`config.mk`:
```
export PLATFORM = sky130hd
export DESIGN_NAME = ser_tx_dbuf
export DESIGN_NICKNAME = d
export VERILOG_FILES = /design/src/rtl/sertx_pkg.sv /design/src/rtl/sertx_hold.sv /design/src/rtl/sertx_shift.sv /design/src/rtl/sertx_fsm.sv /design/src/rtl/ser_tx_dbuf.sv
export SDC_FILE = /design/constraint.sdc
export NUM_CORES = 1
export LEC_CHECK = 0
export ABC_AREA = 1
export BUFFER_PORTS_ARGS = -buffer_cell sky130_fd_sc_hd__buf_2
export CORE_MARGIN = 2
export CORE_UTILIZATION = 56
export DETAILED_ROUTE_END_ITERATION = 16
export HOLD_SLACK_MARGIN = 0.15
export PLACE_DENSITY = 0.9
export SYNTH_ARGS = -nofsm -noshare
export SYNTH_HDL_FRONTEND = slang
export SYNTH_SLANG_ARGS = --single-unit
```
`constraint.sdc`:
```
create_clock -name clk -period 1.71 [get_ports clk]
set_input_delay 0.342 -clock clk [delete_from_list [all_inputs] [get_ports clk]]
set_output_delay 0.342 -clock clk [all_outputs]
set_load 0.005 [all_outputs]
```
`src/rtl/sertx_pkg.sv`:
```
package sertx_pkg;

    typedef enum logic [2:0] {
        ST_IDLE,
        ST_START,
        ST_DATA,
        ST_PARITY,
        ST_STOP
    } txst_e;

endpackage

```
`src/rtl/sertx_hold.sv`:
```
module sertx_hold #(
    parameter int DW = 8
) (
    input  logic          clk,
    input  logic          rst_n,
    input  logic          wr_en,
    input  logic [DW-1:0] wr_data,
    input  logic          xfer,
    input  logic          set_end,
    output logic [DW-1:0] hold_q,
    output logic          empty_q,
    output logic          end_q
);

    // A CPU write has priority over a transfer in the same cycle.
    // The shifter takes the old contents, and the new byte stays pending.
    always_ff @(posedge clk or negedge rst_n) begin
        if (!rst_n) begin
            hold_q  <= '0;
            empty_q <= 1'b1;
            end_q   <= 1'b1;
        end else begin
            if (wr_en) begin
                hold_q  <= wr_data;
                empty_q <= 1'b0;
            end else if (xfer) begin
                empty_q <= 1'b1;
            end

            if (wr_en) begin
                end_q <= 1'b0;
            end else if (set_end) begin
                end_q <= 1'b1;
            end
        end
    end

endmodule

```
`src/rtl/sertx_shift.sv`:
```
module sertx_shift #(
    parameter int DW = 8
) (
    input  logic          clk,
    input  logic          rst_n,
    input  logic          load,
    input  logic [DW-1:0] load_data,
    input  logic          shift,
    input  logic          par_odd,
    output logic          out_bit,
    output logic          par_bit,
    output logic          last_bit
);

    localparam int CW = (DW > 1) ? $clog2(DW) : 1;
    localparam logic [CW-1:0] LAST = CW'(DW - 1);

    logic [DW-1:0] sh_q;
    logic [CW-1:0] cnt_q;
    logic          par_q;

    always_ff @(posedge clk or negedge rst_n) begin
        if (!rst_n) begin
            sh_q  <= '0;
            cnt_q <= '0;
            par_q <= 1'b0;
        end else if (load) begin
            sh_q  <= load_data;
            cnt_q <= '0;
            par_q <= (^load_data) ^ par_odd;
        end else if (shift) begin
            sh_q  <= sh_q >> 1;
            cnt_q <= (cnt_q == LAST) ? '0 : cnt_q + 1'b1;
        end
    end

    assign out_bit  = sh_q[0];
    assign par_bit  = par_q;
    assign last_bit = (cnt_q == LAST);

endmodule

```
`src/rtl/sertx_fsm.sv`:
```
module sertx_fsm
    import sertx_pkg::*;
(
    input  logic  clk,
    input  logic  rst_n,
    input  logic  tick,
    input  logic  empty,
    input  logic  last_bit,
    input  logic  par_en,
    input  logic  out_bit,
    input  logic  par_bit,
    output logic  xfer,
    output logic  shift,
    output logic  set_end,
    output logic  line,
    output txst_e st
);

    txst_e st_nxt;
    logic  chain_q;
    logic  stop_enter;

    // next state and per-cycle strobes
    always_comb begin
        st_nxt     = st;
        xfer       = 1'b0;
        shift      = 1'b0;
        stop_enter = 1'b0;
        unique case (st)
            ST_IDLE: begin
                if (!empty) begin
                    xfer   = 1'b1;
                    st_nxt = ST_START;
                end
            end
            ST_START: begin
                if (tick) st_nxt = ST_DATA;
            end
            ST_DATA: begin
                if (tick) begin
                    shift = 1'b1;
                    if (last_bit) begin
                        if (par_en) begin
                            st_nxt = ST_PARITY;
                        end else begin
                            st_nxt     = ST_STOP;
                            stop_enter = 1'b1;
                        end
                    end
                end
            end
            ST_PARITY: begin
                if (tick) begin
                    st_nxt     = ST_STOP;
                    stop_enter = 1'b1;
                end
            end
            ST_STOP: begin
                if (tick) st_nxt = chain_q ? ST_START : ST_IDLE;
            end
            default: st_nxt = ST_IDLE;
        endcase
        // holding register sampled as the stop bit begins
        if (stop_enter && !empty) xfer = 1'b1;
        set_end = stop_enter && empty;
    end

    // state register
    always_ff @(posedge clk or negedge rst_n) begin
        if (!rst_n) begin
            st      <= ST_IDLE;
            chain_q <= 1'b0;
        end else begin
            st <= st_nxt;
            if (stop_enter) chain_q <= !empty;
        end
    end

    // line output
    always_comb begin
        unique case (st)
            ST_START:  line = 1'b0;
            ST_DATA:   line = out_bit;
            ST_PARITY: line = par_bit;
            default:   line = 1'b1;
        endcase
    end

endmodule

```
`src/rtl/ser_tx_dbuf.sv`:
```
module ser_tx_dbuf
    import sertx_pkg::*;
#(
    parameter int DW = 8
) (
    input  logic          clk,
    input  logic          rst_n,
    input  logic          baud_tick,
    input  logic          wr_en,
    input  logic [DW-1:0] wr_data,
    input  logic          par_en,
    input  logic          par_odd,
    input  logic          txi_en,
    input  logic          tei_en,
    output logic          tx_line,
    output logic          hold_empty,
    output logic          tx_done,
    output logic          irq_txe,
    output logic          irq_tend
);

    logic [DW-1:0] hold_w;
    logic          xfer_w;
    logic          shift_w;
    logic          set_end_w;
    logic          out_bit_w;
    logic          par_bit_w;
    logic          last_w;
    txst_e         st_w;

    sertx_hold #(.DW(DW)) u_hold (
        .clk     (clk),
        .rst_n   (rst_n),
        .wr_en   (wr_en),
        .wr_data (wr_data),
        .xfer    (xfer_w),
        .set_end (set_end_w),
        .hold_q  (hold_w),
        .empty_q (hold_empty),
        .end_q   (tx_done)
    );

    sertx_shift #(.DW(DW)) u_shift (
        .clk       (clk),
        .rst_n     (rst_n),
        .load      (xfer_w),
        .load_data (hold_w),
        .shift     (shift_w),
        .par_odd   (par_odd),
        .out_bit   (out_bit_w),
        .par_bit   (par_bit_w),
        .last_bit  (last_w)
    );

    sertx_fsm u_fsm (
        .clk      (clk),
        .rst_n    (rst_n),
        .tick     (baud_tick),
        .empty    (hold_empty),
        .last_bit (last_w),
        .par_en   (par_en),
        .out_bit  (out_bit_w),
        .par_bit  (par_bit_w),
        .xfer     (xfer_w),
        .shift    (shift_w),
        .set_end  (set_end_w),
        .line     (tx_line),
        .st       (st_w)
    );

    assign irq_txe  = hold_empty & txi_en;
    assign irq_tend = tx_done & tei_en;

endmodule

```
; Word-level counts from Yosys, hierarchy flattened
; Index checks and enable logic that the tools add are counted.
[op_classes]
add_sub_neg = 1
eq_ne = 11
muxes = 28
n_bitwise = 3
n_reduce_logical = 9
[ops]
columns = cell, n
row1 = 3-bit 2-to-1 mux, 10
row2 = 8-bit 2-to-1 mux, 2
row3 = 3-bit one-hot mux with 5 select lines, 1
row4 = 1-bit 2-to-1 mux, 13
row5 = "2-bit inequality test, second input constant", 6
row6 = 8-bit parity, 1
row7 = "3-bit by 2-bit == test with 1-bit output, second input constant", 2
row8 = "3-bit == test, second input constant", 2
row9 = 6-bit AND reduction, 1
row10 = 2-bit nonzero test, 3
row11 = "3-bit by 1-bit adder with 3-bit output, second input constant", 1
row12 = "3-bit by 1-bit == test with 1-bit output, second input constant", 1
row13 = 3-bit logical NOT, 1
row14 = 1-bit one-hot mux with 3 select lines, 1
row15 = 1-bit bitwise AND, 2
row16 = 1-bit logical AND, 2
row17 = 1-bit one-hot mux with 2 select lines, 1
row18 = 1-bit logical NOT, 1
row19 = 1-bit bitwise XOR, 1
[word_totals]
regBits = 26
input_bits = 16
output_inout_bits = 5
elab_cells = 60

; Depth between registers and ports, before layout
[depth]
depth_word = 8
depth_mapped = 10
depth_no_buf = 10

; Modules after synthesis
; From an unflattened synthesis, not the netlist that was laid out.
[hier_totals]
hier_cells = 174
hier_area_um2 = 1336.3
[by_module_without_submodules]
columns = module, n_inst, cells_each, area_per_inst_um2, seq_area_each_um2
row1 = sertx_shift, 1, 84, 658.1, 300.3
row2 = sertx_hold, 1, 40, 369.1, 252.7
row3 = sertx_fsm, 1, 46, 294.0, 100.1
row4 = ser_tx_dbuf, 1, 4, 15.0, 0.0

; Worst setup path before layout
; No wires, ideal clock.
[synth_timing]
path_kind = register to register
startpoint = register u_shift.cnt_q[0]
endpoint = register u_shift.sh_q[6]
setup_time_ns = 0.121
arrival_ns = 1.306
slack_ns = 0.283
path_stages_with_launch = 10
n_path_buf = 1
period_less_slack_ns = 1.427
path_cell_list = dfrtp_1 -> ha_1 -> ha_1 -> inv_1 -> o21ai_2 -> nand4_2 -> nand2_2 -> buf_8 -> nand2_1 -> nand3_2
[synth_via]
elab_chain_len = 7
elab_cells_between_ends = 8
cone_classes = eq/ne (1) / mux (5) / reduce/logical (2)
[synth_lines]
columns = element, line
row1 = start: declaration, sertx_shift.sv:19  ; logic [CW-1:0] cnt_q;
row2 = start signal: assignment, sertx_shift.sv:33  ; cnt_q <= (cnt_q == LAST) ? '0 : cnt_q + 1'b1;
row3 = 3-bit == test *, sertx_shift.sv:39  ; assign last_bit = (cnt_q == LAST);
row4 = 1-bit 2-to-1 mux *, sertx_fsm.sv:42  ; if (last_bit) begin
row5 = 1-bit 2-to-1 mux *, sertx_fsm.sv:40  ; if (tick) begin
row6 = 1-bit one-hot mux with 2 select lines *, sertx_fsm.sv:29  ; unique case (st)
row7 = 1-bit logical AND *, sertx_fsm.sv:64  ; if (stop_enter && !empty) xfer = 1'b1;
row8 = 1-bit 2-to-1 mux *, sertx_fsm.sv:64
row9 = 8-bit 2-to-1 mux / 2-bit nonzero test (equally long branches), n/a
row10 = end signal: assignment, sertx_shift.sv:28  ; sh_q <= load_data;
row11 = end signal: assignment, sertx_shift.sv:32  ; sh_q <= sh_q >> 1;
row12 = end: declaration, sertx_shift.sv:18  ; logic [DW-1:0] sh_q;
; Mark *: on every way between the ends. The rest lies on a longest branch, timed or not.
; A chain may end at the register's enable or synchronous reset.

; Worst setup path in the final report
[layout_timing]
startpoint = register u_fsm.st[1]
endpoint = output port tx_line
[layout_via]
elab_chain_len = 2
elab_cells_between_ends = 4
cone_classes = eq/ne (3) / mux (1)
[layout_lines]
columns = element, line
row1 = start: declaration, sertx_fsm.sv:16  ; output txst_e st
row2 = start signal: assignment, sertx_fsm.sv:74  ; st <= st_nxt;
row3 = 3-bit by 2-bit == test with 1-bit output / 3-bit by 1-bit == test with 1-bit output (equally long branches), sertx_fsm.sv:81  ; unique case (st)
row4 = 1-bit one-hot mux with 3 select lines *, sertx_fsm.sv:81
row5 = end: declaration, ser_tx_dbuf.sv:15  ; output logic tx_line,
; Marked as above.

==> results.json <==
{
  "fin_crit_sh": 0.972,
  "skew_ns": 0.00318,
  "final_area_mm2": 0.00171,
  "switchingPower_mw": 1.13,
  "n_antenna_cell": 0,
  "swShare": 0.426,
  "rows": 18,
  "crit_fanout": 4,
  "clkPwrFrac": 0.161,
  "routed_wl_um": 3010,
  "drc_errors": 0,
  "dieArea_mm2": 0.00298,
  "rsz0062_at_grt": "true",
  "vias_per_cell": 5.26,
  "io_buffers": 20,
  "clock_path_buffers": 2,
  "antenna_found_initial": 0,
  "die-width_um": 54.6,
  "cts-root-buf": "clkbuf_4",
  "fmaxAchievable_mhz": 602,
  "grt_pass1_wl_um": 4330,
  "peakVddDrop_uv": 1160,
  "post-route-min-period_ns": 1.66,
  "clk_pin_slew_ns": 0.14,
  "initial_utilization": 0.583,
  "core_area_mm2": 0.00245,
  "setup_viol": 0,
  "synth_area_mm2": 0.00143,
  "synth_nets": 201,
  "final_antenna_net_count": 0,
  "synth_cell_types": 25,
  "required_ns": 1.37,
  "power_density_mw_per_mm2": 1550,
  "grt_max_degree": 27,
  "fillers": 188,
  "hold_viol_final": 0,
  "ys_seq_elements": 26,
  "relSlewSlack": 0.607,
  "place_area_mm2": 0.00154,
  "leakagePower_nw": 0.937,
  "grt_overflow": 0,
  "dp_hpwl_um": 2040,
  "critical_path_class": "reg -> out",
  "final_util": 0.697,
  "die_height_um": 54.6,
  "drive_above_1_share": 0.307,
  "pwr-share-seq": 0.373,
  "tns_ns": 0,
  "clk_latency_ns": 0.32,
  "first_global_vias": 992,
  "p_int_mw": 1.52,
  "status": "finished clean",
  "startpoint_type": "register",
  "post_drt_wl_per_cell_um": 12.4,
  "clock_sinks": 26,
  "syn_inst": 183,
  "cap_violations": 0,
  "final_nets": 231,
  "cts_tree": "done",
  "vias": 1273,
  "synthToLayoutAreaGrowth_pct": 19.6,
  "drt_iter0_markers": 26,
  "power_frac_comb": 0.466,
  "cp.arrival_ns": 1.32,
  "slew_violations": 0,
  "ys_warn_count": 0,
  "h-tree-depth": 1,
  "syn_avg_cell_area_um2": 7.82,
  "pin_count": 21,
  "end_kind": "primary output",
  "yosysSeqAreaShare": 0.456,
  "cts_buffers": 3,
  "first_pass_iters": 5,
  "min_path_type": "in -> reg",
  "place_congestion": 0.789,
  "tightestPinTransition_ns": 0.590,
  "grt_usage": 0.204
}
worst max-delay path: stages, from the launching register on:
cell     delay, ns
dfrtp_1       0.44
inv_2         0.09
nor3_4        0.18
nand2_1       0.08
nand3_1       0.07
buf_2         0.12
cell usage after synthesis (all sizes together):
library cell | count | share of area
o21ai | 15 | 0.055
clkbuf | 1 | 0.0026
nand4 | 2 | 0.013
ha | 2 | 0.017
dfrtp | 24 | 0.42
nor3 | 1 | 0.0070
dfstp | 2 | 0.037
clkinv | 1 | 0.0035
xor2 | 1 | 0.0061
inv | 25 | 0.066
buf | 2 | 0.018
a21oi | 3 | 0.016
nand2 | 73 | 0.20
nor2 | 9 | 0.034
nand3 | 22 | 0.10
per-layer routing:
layer  share of wire  vias up  GRT usage
li1                -      630          -
met1            0.45      592      0.289
met2            0.49       47      0.327
met3           0.049        4     0.0492
met4          0.0086        0     0.0250
met5               0        -          0
kinds of logic (layout without fill, tap and decap cells):
group	after synthesis	in the layout	share of synthesized area
compound gates	18	18	0.0708
xor+xnor	1	1	0.00612
fa+ha+maj	2	2	0.0175
buf+inv	29	56	0.0900
flops	26	26	0.456
simple gates	107	109	0.359
final timing paths:
kind | start | end | slack, ns | depth (start not counted)
max | u_fsm.st[1] | tx_line | 0.05 | 5
min | wr_data[4] | u_hold.hold_q[4] | 0.20 | 3
max reg2reg | u_shift.cnt_q[0] | u_shift.sh_q[0] | 0.06 | 9
min reg2reg | u_hold.end_q | u_hold.end_q | 0.48 | 2
max in group asynchronous | rst_n | u_fsm.st[0] | 0.77 | 2
min in group asynchronous | rst_n | u_hold.hold_q[6] | 0.53 | 2
flip-flops by register name, summed over array words and instances, names as in the netlist:
name / count
u_hold.empty_q: 1
u_shift.cnt_q: 3
u_fsm.st: 3
u_hold.end_q: 1
u_fsm.chain_q: 1
u_shift.sh_q: 8
u_shift.par_bit: 1
u_hold.hold_q: 8
power by group through the flow:
stage	logic (mW)	registers [mW]	clock network, mW
after floorplan	0.823	0.937	0
after global placement	0.936	0.973	0
after detailed placement	0.982	0.976	0
after CTS	0.981	0.964	0.433
after global routing	1.38	1.00	0.461
final	1.24	0.990	0.427
cell usage in the layout (no fill, tap or decap):
cell type,Yosys,routed
clkbuf_4,0,3
clkinv_2,1,1
buf_2,0,20
inv_2,2,2
dfstp_2,2,2
nand2_1,68,67
nor2_4,1,2
dlygate4sd3_1,0,1
nand2_4,0,2
a21oi_1,1,1
buf_4,0,5
o21ai_0,13,13
nor3_4,0,1
nor2_1,5,4
ha_1,2,2
o21ai_4,0,1
nand2_2,5,5
dfrtp_1,24,22
nand4_1,1,1
nand3_2,8,11
nand4_4,0,1
inv_1,23,23
dfrtp_2,0,2
bufinv_16,0,1
o21ai_1,1,1
xor2_1,1,1
nand3_1,14,11
nor2_2,3,4
a21oi_2,2,2
area by class of cell:
cell class	instances	area (um2)	share of cell area
repair buffers	26	148	0.0863
multi-input cells	130	719	0.420
well taps	30	37.5	0.0219
inverters	26	98.8	0.0577
flip-flops and latches	26	656	0.383
clock inverters	1	30.0	0.0175
clock buffers	3	22.5	0.0132
per-stage QoR:
step                      power (mW)  hold WS [ns]  worst slack [ns]  instances
after detailed placement        1.96         0.377            0.0654        230
final                           2.65         0.203            0.0483        242
after CTS                       2.38         0.199            0.0271        235
after global placement          1.91         0.374             0.125        230
after global routing            2.85         0.193           -0.0682        242
after floorplan                 1.76        0.0464             0.283        183
what timing repair did:
action | 4_1_cts | 5_1_grt
hold buffers | 1 | 0
buffers inserted | 0 | 5
hold endpoints to repair | 24 | 0
resized for setup | 0 | 13
setup endpoints to repair | 0 | 11
(Power assumes the default switching activity.)
